File: config.mk
export PLATFORM = sky130hd
export DESIGN_NAME = tlbchk_fault
export DESIGN_NICKNAME = d
export VERILOG_FILES = /design/src/rtl/tlbchk_pkg.sv /design/src/rtl/tlbchk_fault.sv
export SDC_FILE = /design/constraint.sdc
export NUM_CORES = 1
export LEC_CHECK = 0
export BUFFER_PORTS_ARGS = -buffer_cell sky130_fd_sc_hd__clkbuf_2
export CORE_AREA = 2 2 39 41
export DETAILED_ROUTE_END_ITERATION = 7
export DIE_AREA = 0 0 41 43
export GPL_TIMING_DRIVEN = 0
export PLACE_DENSITY = 0.39
export RECOVER_POWER = 25
export SYNTH_ARGS = -nofsm -noshare
export SYNTH_HDL_FRONTEND = slang
export SYNTH_SLANG_ARGS = --single-unit
File: constraint.sdc
create_clock -name vclk -period 2
set_input_delay 0.6 -clock vclk [all_inputs]
set_output_delay 0.6 -clock vclk [all_outputs]
set_load 0.03 [all_outputs]
File: src/rtl/tlbchk_pkg.sv
package tlbchk_pkg;

   // rights mask bit positions
   localparam int RB = 0;
   localparam int WB = 1;
   localparam int XB = 2;

   // access kinds
   localparam logic [1:0] ACC_RD = 2'd0;
   localparam logic [1:0] ACC_WR = 2'd1;
   localparam logic [1:0] ACC_EX = 2'd2;

   typedef enum logic [3:0] {
      FLT_NONE   = 4'd0,
      FLT_IMISS  = 4'd1,
      FLT_DMISS  = 4'd2,
      FLT_IPROT  = 4'd3,
      FLT_DRIGHT = 4'd4,
      FLT_DIRTY  = 4'd5,
      FLT_BREAK  = 4'd6,
      FLT_PREF   = 4'd7,
      FLT_PIDWR  = 4'd8
   } fault_e;

endpackage

File: src/rtl/tlbchk_fault.sv
module tlbchk_fault (
   input  logic       phys,
   input  logic       found,
   input  logic [1:0] kind,
   input  logic [2:0] mask,
   input  logic       pid_hit,
   input  logic       brk,
   input  logic       dirty,
   input  logic       ref_trap,
   output logic [2:0] grant,
   output logic [3:0] fault
);
   import tlbchk_pkg::*;

   logic is_wr, is_ex, allowed;
   logic [2:0] eff;

   assign is_wr = (kind == ACC_WR);
   assign is_ex = (kind == ACC_EX);

   always_comb begin
      eff = mask;
      if (pid_hit) eff[WB] = 1'b0;
   end

   assign allowed = is_ex ? eff[XB] : (is_wr ? eff[WB] : eff[RB]);

   always_comb begin
      grant = eff;
      fault = FLT_NONE;
      if (phys) begin
         grant = 3'b111;
      end else if (!found) begin
         grant = 3'b000;
         fault = is_ex ? FLT_IMISS : FLT_DMISS;
      end else if (pid_hit && is_wr) begin
         fault = FLT_PIDWR;
      end else if (!allowed) begin
         fault = is_ex ? FLT_IPROT : FLT_DRIGHT;
      end else if (ref_trap && !is_ex) begin
         fault = FLT_PREF;
      end else if (brk && is_wr) begin
         fault = FLT_BREAK;
      end else if (!dirty && is_wr) begin
         fault = FLT_DIRTY;
      end
   end

endmodule

=== After elaboration in Yosys (flattened, before gate mapping) ===
Cells that the tools add are included.

* Register bits after elaboration: 0
* Output and inout port bits: 7
* Logic and storage cells: 22

* Eq/ne operators: 2
* Mux-type cells: 14
* Reductions and logical operators: 6

{| class="wikitable"
|+ Operator list
! operator !! count
|-
| 3-bit 2-to-1 mux || 7
|-
| 4-bit 2-to-1 mux || 3
|-
| 1-bit logical AND || 4
|-
| 1-bit 2-to-1 mux || 3
|-
| 2-bit by 1-bit equality test with 1-bit output, second input constant || 1
|-
| 2-bit equality test, second input constant || 1
|-
| 1-bit zero test || 2
|-
| 2-bit 2-to-1 mux || 1
|}

=== Logic depth before layout (Yosys ltp) ===
Gate-level depths: netlist of run 1.

* Word-level depth: 9
* Mapped depth: 4

=== Least setup slack after synthesis of run 1 ===
Ideal clock, no wire load.

* Kind: input-to-output
* From: input port kind[1]
* To: output port fault[0]
* Arrival: 1584 ps
* Setup slack: -184 ps
* Cell stages on the path: 3
* Path buffers: 0
* Cells stage by stage: o311ai_1 o311ai_1 o2bb2ai_1

* Cells in the longest elaborated chain, start to end: 9

{| class="wikitable"
|+ Ends and longest elaborated chain
! item !! line !! text
|-
| from (decl) || tlbchk_fault.sv:4 || <nowiki>input logic [1:0] kind,</nowiki>
|-
| 2-bit by 1-bit equality test with 1-bit output || tlbchk_fault.sv:18 || <nowiki>assign is_wr = (kind == ACC_WR);</nowiki>
|-
| 1-bit logical AND || tlbchk_fault.sv:44 || <nowiki>end else if (!dirty && is_wr) begin</nowiki>
|-
| 3-bit 2-to-1 mux || tlbchk_fault.sv:44 ||
|-
| 3-bit 2-to-1 mux || tlbchk_fault.sv:42 || <nowiki>end else if (brk && is_wr) begin</nowiki>
|-
| 3-bit 2-to-1 mux || tlbchk_fault.sv:40 || <nowiki>end else if (ref_trap && !is_ex) begin</nowiki>
|-
| 3-bit 2-to-1 mux || tlbchk_fault.sv:38 || <nowiki>end else if (!allowed) begin</nowiki>
|-
| 4-bit 2-to-1 mux || tlbchk_fault.sv:36 || <nowiki>end else if (pid_hit && is_wr) begin</nowiki>
|-
| 4-bit 2-to-1 mux * || tlbchk_fault.sv:33 || <nowiki>end else if (!found) begin</nowiki>
|-
| 4-bit 2-to-1 mux * || tlbchk_fault.sv:31 || <nowiki>if (phys) begin</nowiki>
|-
| to (decl) || tlbchk_fault.sv:11 || <nowiki>output logic [3:0] fault</nowiki>
|}

Mark *: on every way between the ends. The rest lies on a longest branch, timed or not.

=== Worst setup path in the final report of run 1 ===
* From: input port kind[1]
* To: output port fault[1]

* Cells in the longest elaborated chain, start to end: 8

{| class="wikitable"
|+ Ends and longest elaborated chain
! item !! line
|-
| 2-bit by 1-bit equality test with 1-bit output or 2-bit equality test (tied branches) || tlbchk_fault.sv:18, tlbchk_fault.sv:19
|-
| 1-bit logical AND or 1-bit zero test (tied branches) || tlbchk_fault.sv:42, tlbchk_fault.sv:40
|-
| 3-bit 2-to-1 mux or 1-bit logical AND (tied branches) || tlbchk_fault.sv:42, tlbchk_fault.sv:40
|-
| 3-bit 2-to-1 mux || tlbchk_fault.sv:40
|-
| 3-bit 2-to-1 mux || tlbchk_fault.sv:38
|-
| 4-bit 2-to-1 mux || tlbchk_fault.sv:36
|-
| 4-bit 2-to-1 mux * || tlbchk_fault.sv:33
|-
| 4-bit 2-to-1 mux * || tlbchk_fault.sv:31
|}

Marks and branches as above.

==> results.toml, run 1 <==
[status]
status = "complete, but fails checks"
violations = "setup timing"

[cells_and_area]
drive_gt1_share_pct = 63.04
n_sequential_cell = 0
syn_to_final_growth_pct = 142.0
fillers = 161
fin_nets = 59
seq_area_um2 = 0
antennaDiodeCount = 0
n_clock_buffer = 0
fin_cells = 62

[sta]
max-slew-margin-rel_pct = 73.88
setup_ws_ps = -159.7
holdWs_ps = 1614
post-route-min-period_ps = 2160
rsz0062_at_grt = "true"
setup_viol = 3
hold_viol_final = 0
drv_slew = 0
worst_slew_pin_slew_ps = 391.8
clock.fmax_mhz = 463.0
finalCritPeriodShare_pct = 108.0

[floorplanning]
core_um2 = 1384
die_area_um2 = 1763
start_util_pct = 12.93
fp-row-count = 14
chipWidth_um = 41
ios = 18
die_h_um = 43

[yosys]
synth_top_area_share_pct = 9.790
synth_xor_area_share_pct = 0
yosysUniqueCellTypes = 22
netlist_area_um2 = 178.9
yosysSeqAreaShare_pct = 0
ys_warn_count = 0
synth_top_area_cell = "o311ai_1"
synth_area_leaders = "o311ai_1 9.8%, a21o_1 8.4%, nor3b_2 7.0%"
synthCells = 28
synth_top_family_by_area = "compound AO/OA/AOI/OAI gates"
synth-simple-area-share_pct = 37.76
synth_compound_area_share_pct = 53.85
synth_fa_ha_area_share_pct = 0
synthMuxAreaShare_pct = 0
avgSynthCellArea_um2 = 6.390
syn_nets = 39

[hold_path]
hp-class = "input pin to output pin"

[placed_design]
port_buffers = 18
post-dp-hpwl_um = 530.2
placed_cells = 62
gp_congestion = 0.6526
pre_cts_slack_ps = -316.7

[detailed_routing]
vias = 282
viasPerCell = 4.548
ant_nets = 0
drc = 0
wirelength_um = 634
drt_iter0_drc = 1
routedWlPerCell_um = 10.23
first_pass_iters = 2

[global_routing]
grt_pass1_wl_um = 1138
grt.total_usage_pct = 8.492
antenna_found_initial = 0
gr-total-overflow = 0
grt_max_degree = 9
grt_pass1_vias = 265

[setup_path]
critPathMaxStageDelay_ps = 320
path_class = "input pin to output pin"
critPathTopFamily = "compound AO/OA/AOI/OAI gates"
worst-endpoint-arrival_ps = 1560
cp_max_fo = 8
cp_cell_sequence = "buf_12 -> o311ai_4 -> o311ai_4 -> o32ai_4 -> clkbuf_8"
crit_path_frequent_cell = "o311ai_4"
cp-end-kind = "output pin"
critPathLaunchType = "input pin"
cp.required_ps = 1400
cpMaxStageDelayCell = "o311ai_4"
critical_path_buf_inv_count = 2

[job]
maxCapViolCount = 0

[pwr]
leakagePower_uw = 0.0001797
power_density_nw_per_um2 = 248.9
ir_drop_mv = 0.09234

[clock_tree]
postCtsHoldBufs = 0
## through the flow
| step | util (%) | instance area, um2 | power [uW] | TNS, ps |
|---|---|---|---|---|
| after global placement | 24.59 | 340.3 | 86.23 | -944.7 |
| after CTS | 30.74 | 425.4 | 106.8 | -465.9 |
| after floorplan | - | 230.2 | 52.20 | -47.30 |
| after global routing | 31.28 | 432.9 | 115.9 | -571.8 |
| after detailed placement | 24.59 | 340.3 | 85.48 | -855.7 |
| final | 31.28 | 432.9 | 107.7 | -444.0 |
## cells in the mapped netlist, types with 2 or more instances
master and n:
nor2_1 2, o311ai_1 2, a21oi_1 2, inv_1 3, a21o_1 2
## cells by family (layout without fill, tap and decap cells)
kind of cell / after synthesis / after routing
buffers and inverters: 4 / 22
and+or+nand+nor: 11 / 11
AOI/OAI and AO/OA: 13 / 13
## worst paths after layout
kind / start / endpoint / slack (ps) / depth (start not counted)
min: mask[2] / grant[2] / 1610 / 3
max: kind[1] / fault[1] / -160 / 5
## layout by cell type (no fill, tap or decap), types with 2 or more instances in the layout
cell type / n
nor2_1: 2
clkbuf_8: 3
inv_1: 2
a21o_1: 2
inv_2: 2
o311ai_4: 2
clkbuf_2: 12
## report_power, final
| part | leakage (uW) | internal, uW | switching [uW] |
|---|---|---|---|
| combinational | 0.000180 | 49.7 | 58.0 |
| sequential | 0 | 0 | 0 |
| clock | 0 | 0 | 0 |
## worst min-delay path, delay by kind of cell
| family | cells | cell delay [ps] |
|---|---|---|
| buffers and inverters | 2 | 300 |
| AOI/OAI and AO/OA | 1 | 110 |
## cell type report
class,count,area (um2),area share [%]
multi-input combinational,24,247.7,57.23
tap,16,20.02,4.624
inverter,4,15.01,3.468
timing repair buffer,18,150.1,34.68
## per-layer routing
layer  wire, um  part of all wire (%)  track usage (%)
met5          0                     0                0
met4          0                     0                0
met3         49                   7.7                0
met2        267                    42            11.88
met1        317                    50            14.87
## timing repair
item                       in CTS  in global routing
setup endpoints to repair       3                  4
setup buffers                   0                  0
gates resized for setup        16                  3
pin swaps                       4                  4
(Power assumes the default switching activity.)
==> run 2, diff against run 1 <==
==> constraint.sdc (replaced) <==
create_clock -name vclk -period 2
set_input_delay 0.3 -clock vclk [all_inputs]
set_output_delay 0.3 -clock vclk [all_outputs]
set_load 0.03 [all_outputs]
==> run 2 against run 1 <==
- the flow now finishes without violations
- maximum frequency grew 27%
- non-clock buffer count is the same
- sequential share of layout area is the same
- die area is the same
- first-iteration DRC count is the same
- critical path type unchanged
- clock-buffer cell count is the same
- power shrank 34%
- critical path depth is the same
- largest cell class unchanged
- cell area shrank 34%
- critical endpoint unchanged
==> results.toml, run 2 (same netlist as run 1, synthesis figures left out) <==
[floorplanning]
ios = 18
chipWidth_um = 41
die_h_um = 43
fp-row-count = 14
start_util_pct = 12.93
die_area_um2 = 1763
core_um2 = 1384

[setup_path]
path_class = "input pin to output pin"
cp.required_ps = 1700
critPathLaunchType = "input pin"
cp_max_fo = 8
cp-end-kind = "output pin"
worst-endpoint-arrival_ps = 1390

[placed_design]
placed_cells = 62
post-dp-hpwl_um = 507.5
port_buffers = 18
pre_cts_slack_ps = 291.6
placed_area_um2 = 289.0
gp_congestion = 0.7003

[sta]
setup_viol = 0
rsz0062_at_grt = "false"
drv_slew = 0
post-route-min-period_ps = 1695
hold_viol_final = 0
holdWs_ps = 995.9
finalCritPeriodShare_pct = 84.75
clock.fmax_mhz = 590.0
fin_tns_setup_ps = 0
worst_slew_pin_slew_ps = 358.8
setup_ws_ps = 305.1
max-slew-margin-rel_pct = 75.70

[global_routing]
grt.total_usage_pct = 6.494
gr-total-overflow = 0
grt_max_degree = 9
grt_pass1_vias = 225
antenna_found_initial = 0
grt_pass1_wl_um = 869

[clock_tree]
postCtsHoldBufs = 0
cts-resized-gates = 0
cts_setup_buffers = 0

[cells_and_area]
antennaDiodeCount = 0
n_sequential_cell = 0
syn_to_final_growth_pct = 60.84
fillers = 167
fin_cells = 62
layout_commonest_cell = "clkbuf_2"
drive_gt1_share_pct = 43.48
seq_area_um2 = 0
final_cell_mix = "17 x clkbuf_2, 3 x inv_1"
final_cell_area_um2 = 287.8
multi_input_area_um2 = 163.9
n_clock_buffer = 0
fin_nets = 59

[pwr]
power_density_nw_per_um2 = 248.0
ir_drop_mv = 0.05542
leakagePower_uw = 0.0001423

[detailed_routing]
routedWlPerCell_um = 9.258
viasPerCell = 4.565
drt_iter0_drc = 1
wirelength_um = 574
ant_nets = 0
drc = 0
first_pass_iters = 2
vias = 283

[hold_path]
hp-class = "input pin to output pin"
holdPathStages = 3

[job]
maxCapViolCount = 0

[status]
status = "complete, no violations"
[run 2: final cells by class]
class,count,area share (%)
multi-input combinational,24,56.96
timing repair buffer,18,30.87
tap,16,6.957
inverter,4,5.217
[run 2: worst max-delay path, stage by stage]
cell      delay, ps
clkbuf_2        150
o311ai_1        370
o311ai_1        200
o32ai_1         130
clkbuf_2        250
[run 2: layer usage]
layer | part of all wire (%) | vias to the layer above | GRT usage (%)
met1 | 44 | 129 | 9.177
met2 | 50 | 7 | 11.25
li1 | - | 147 | -
met5 | 0 | - | 0
met4 | 0 | 0 | 0
met3 | 5.9 | 0 | 0
[run 2: power by group]
group	leakage (uW)	switching (uW)	internal, uW
Clock	0	0	0
Combinational	0.000142	44.2	27.2
Sequential	0	0	0
[run 2: worst paths after layout]
check                      end  startpoint
worst max-delay path  fault[1]     kind[1]
worst min-delay path  grant[2]     mask[2]
[run 2: per-stage QoR]
step                power (uW)  utilization (%)
finish                   71.38            20.80
global route             78.17            20.80
CTS                      72.81            20.89
detailed placement       72.49            20.89
global placement         73.26            20.89
floorplan                41.86                -
==> run 3, diff against run 2 <==
clock period = 1.6 ns   (was 2 ns; I/O delays follow)
==> run 3 against run 2 <==
- clock-buffer cell count stayed put
- first-iteration DRC count stayed put
- worst hold slack worse by 120 ps
- combinational power is 38% higher
- sequential cell count stayed put
- critical path depth stayed put
- routed wire length is 12% higher
- die area stayed put
- sequential share of layout area stayed put
- via count is 1.1% higher
- power is 38% higher
- critical path type unchanged
==> results.toml, run 3 (same netlist as run 1, synthesis figures left out) <==
[setup_path]
cp.required_ps = 1360
cp_max_fo = 8
critPathMaxStageDelay_ps = 340
cpMaxStageDelayCell = "o311ai_4"
critPathTopFamily = "compound AO/OA/AOI/OAI gates"
cp-end-kind = "output pin"
cp_cell_sequence = "clkbuf_2 -> o311ai_4 -> o311ai_2 -> o32ai_1 -> buf_2"
cp.depth = 5
path_class = "input pin to output pin"
worst-endpoint-arrival_ps = 1270
critPathLaunchType = "input pin"
cp-startpoint = "kind[1]"
critical_path_buf_inv_count = 2

[floorplanning]
die_area_um2 = 1763
core_um2 = 1384
die_h_um = 43
ios = 18
chipWidth_um = 41
start_util_pct = 12.93
fp-row-count = 14

[job]
maxCapViolCount = 0

[sta]
hold_viol_final = 0
post-route-min-period_ps = 1509
max-slew-margin-rel_pct = 75.88
finalCritPeriodShare_pct = 94.29
rsz0062_at_grt = "false"
clock.fmax_mhz = 662.9
worst_slew_pin_slew_ps = 363.4
setup_viol = 0
drv_slew = 0
holdWs_ps = 873.5

[hold_path]
min-delay-start = "mask[2]"
hp-class = "input pin to output pin"
holdPathStages = 3

[cells_and_area]
fin_cells = 62
n_clock_buffer = 0
n_sequential_cell = 0
final_cell_mix = "14 x clkbuf_2, 3 x inv_1"
layout_commonest_cell = "clkbuf_2"
drive_gt1_share_pct = 47.83
seq_area_um2 = 0
fillers = 165
multi_input_area_um2 = 188.9
syn_to_final_growth_pct = 76.22
fin_nets = 59
antennaDiodeCount = 0

[detailed_routing]
ant_nets = 0
drc = 0
first_pass_iters = 2
routedWlPerCell_um = 10.35
wirelength_um = 642
vias = 286
drt_iter0_drc = 1
viasPerCell = 4.613

[pwr]
swShare_pct = 61.67
ir_drop_mv = 0.06355
intPower_uw = 37.63
p_seq_share_pct = 0
p_switching_uw = 60.53
clock_power_share_pct = 0
power_density_nw_per_um2 = 311.3
combPwrFrac_pct = 100.0
leakagePower_uw = 0.0001479

[global_routing]
grt_pass1_wl_um = 869
antenna_found_initial = 0
grt_pass1_vias = 225
grt.total_usage_pct = 6.494
grt_max_degree = 9
gr-total-overflow = 0

[placed_design]
port_buffers = 18
post-dp-hpwl_um = 507.5
gp_congestion = 0.7003
placed_cells = 62

[clock_tree]
cts_setup_buffers = 0

[status]
status = "complete, no violations"
## run 3: final cells by class
class	instances	area share, %
inverter	4	4.762
multi-input combinational	24	59.92
tap	16	6.349
timing repair buffer	18	28.97
## run 3: worst paths after layout
kind                  slack, ps        to
worst max-delay path         90  fault[1]
worst min-delay path        870  grant[2]
## run 3: repair_timing
item                                   CTS  global route
setup endpoints to repair                0             2
gates resized for setup                  0             7
hold buffers                             0             0
endpoints found under the hold margin    0             0
## run 3: power by group through the flow
stage | clock network [uW] | logic [uW] | registers, uW
3_3_place_gp | 0 | 91.6 | 0
3_5_place_dp | 0 | 90.6 | 0
6_report | 0 | 98.2 | 0
4_1_cts | 0 | 91.0 | 0
2_1_floorplan | 0 | 52.3 | 0
5_1_grt | 0 | 107 | 0
## run 3: through the flow
stage	util, %	TNS, ps	power, uW	instance area (um2)	setup slack (ps)
2_1_floorplan	-	0	52.33	178.9	136.2
3_3_place_gp	20.89	-3.124	91.58	289.0	-2.522
3_5_place_dp	20.89	0	90.61	289.0	11.57
4_1_cts	20.89	0	91.01	289.0	8.821
5_1_grt	22.78	0	106.6	315.3	10.42
6_report	22.78	0	98.16	315.3	91.40
## run 3: per-layer routing
metal	vias to the layer above	wire (um)	track usage (%)
li1	147	-	-
met1	132	275	9.177
met2	7	331	11.25
met3	0	34	0
met4	0	0	0
met5	-	0	0
## run 3: worst min-delay path: cells and delay by family
| kind | cells | cell delay (ps) |
|---|---|---|
| buf+inv | 2 | 290 |
| compound gates | 1 | 100 |
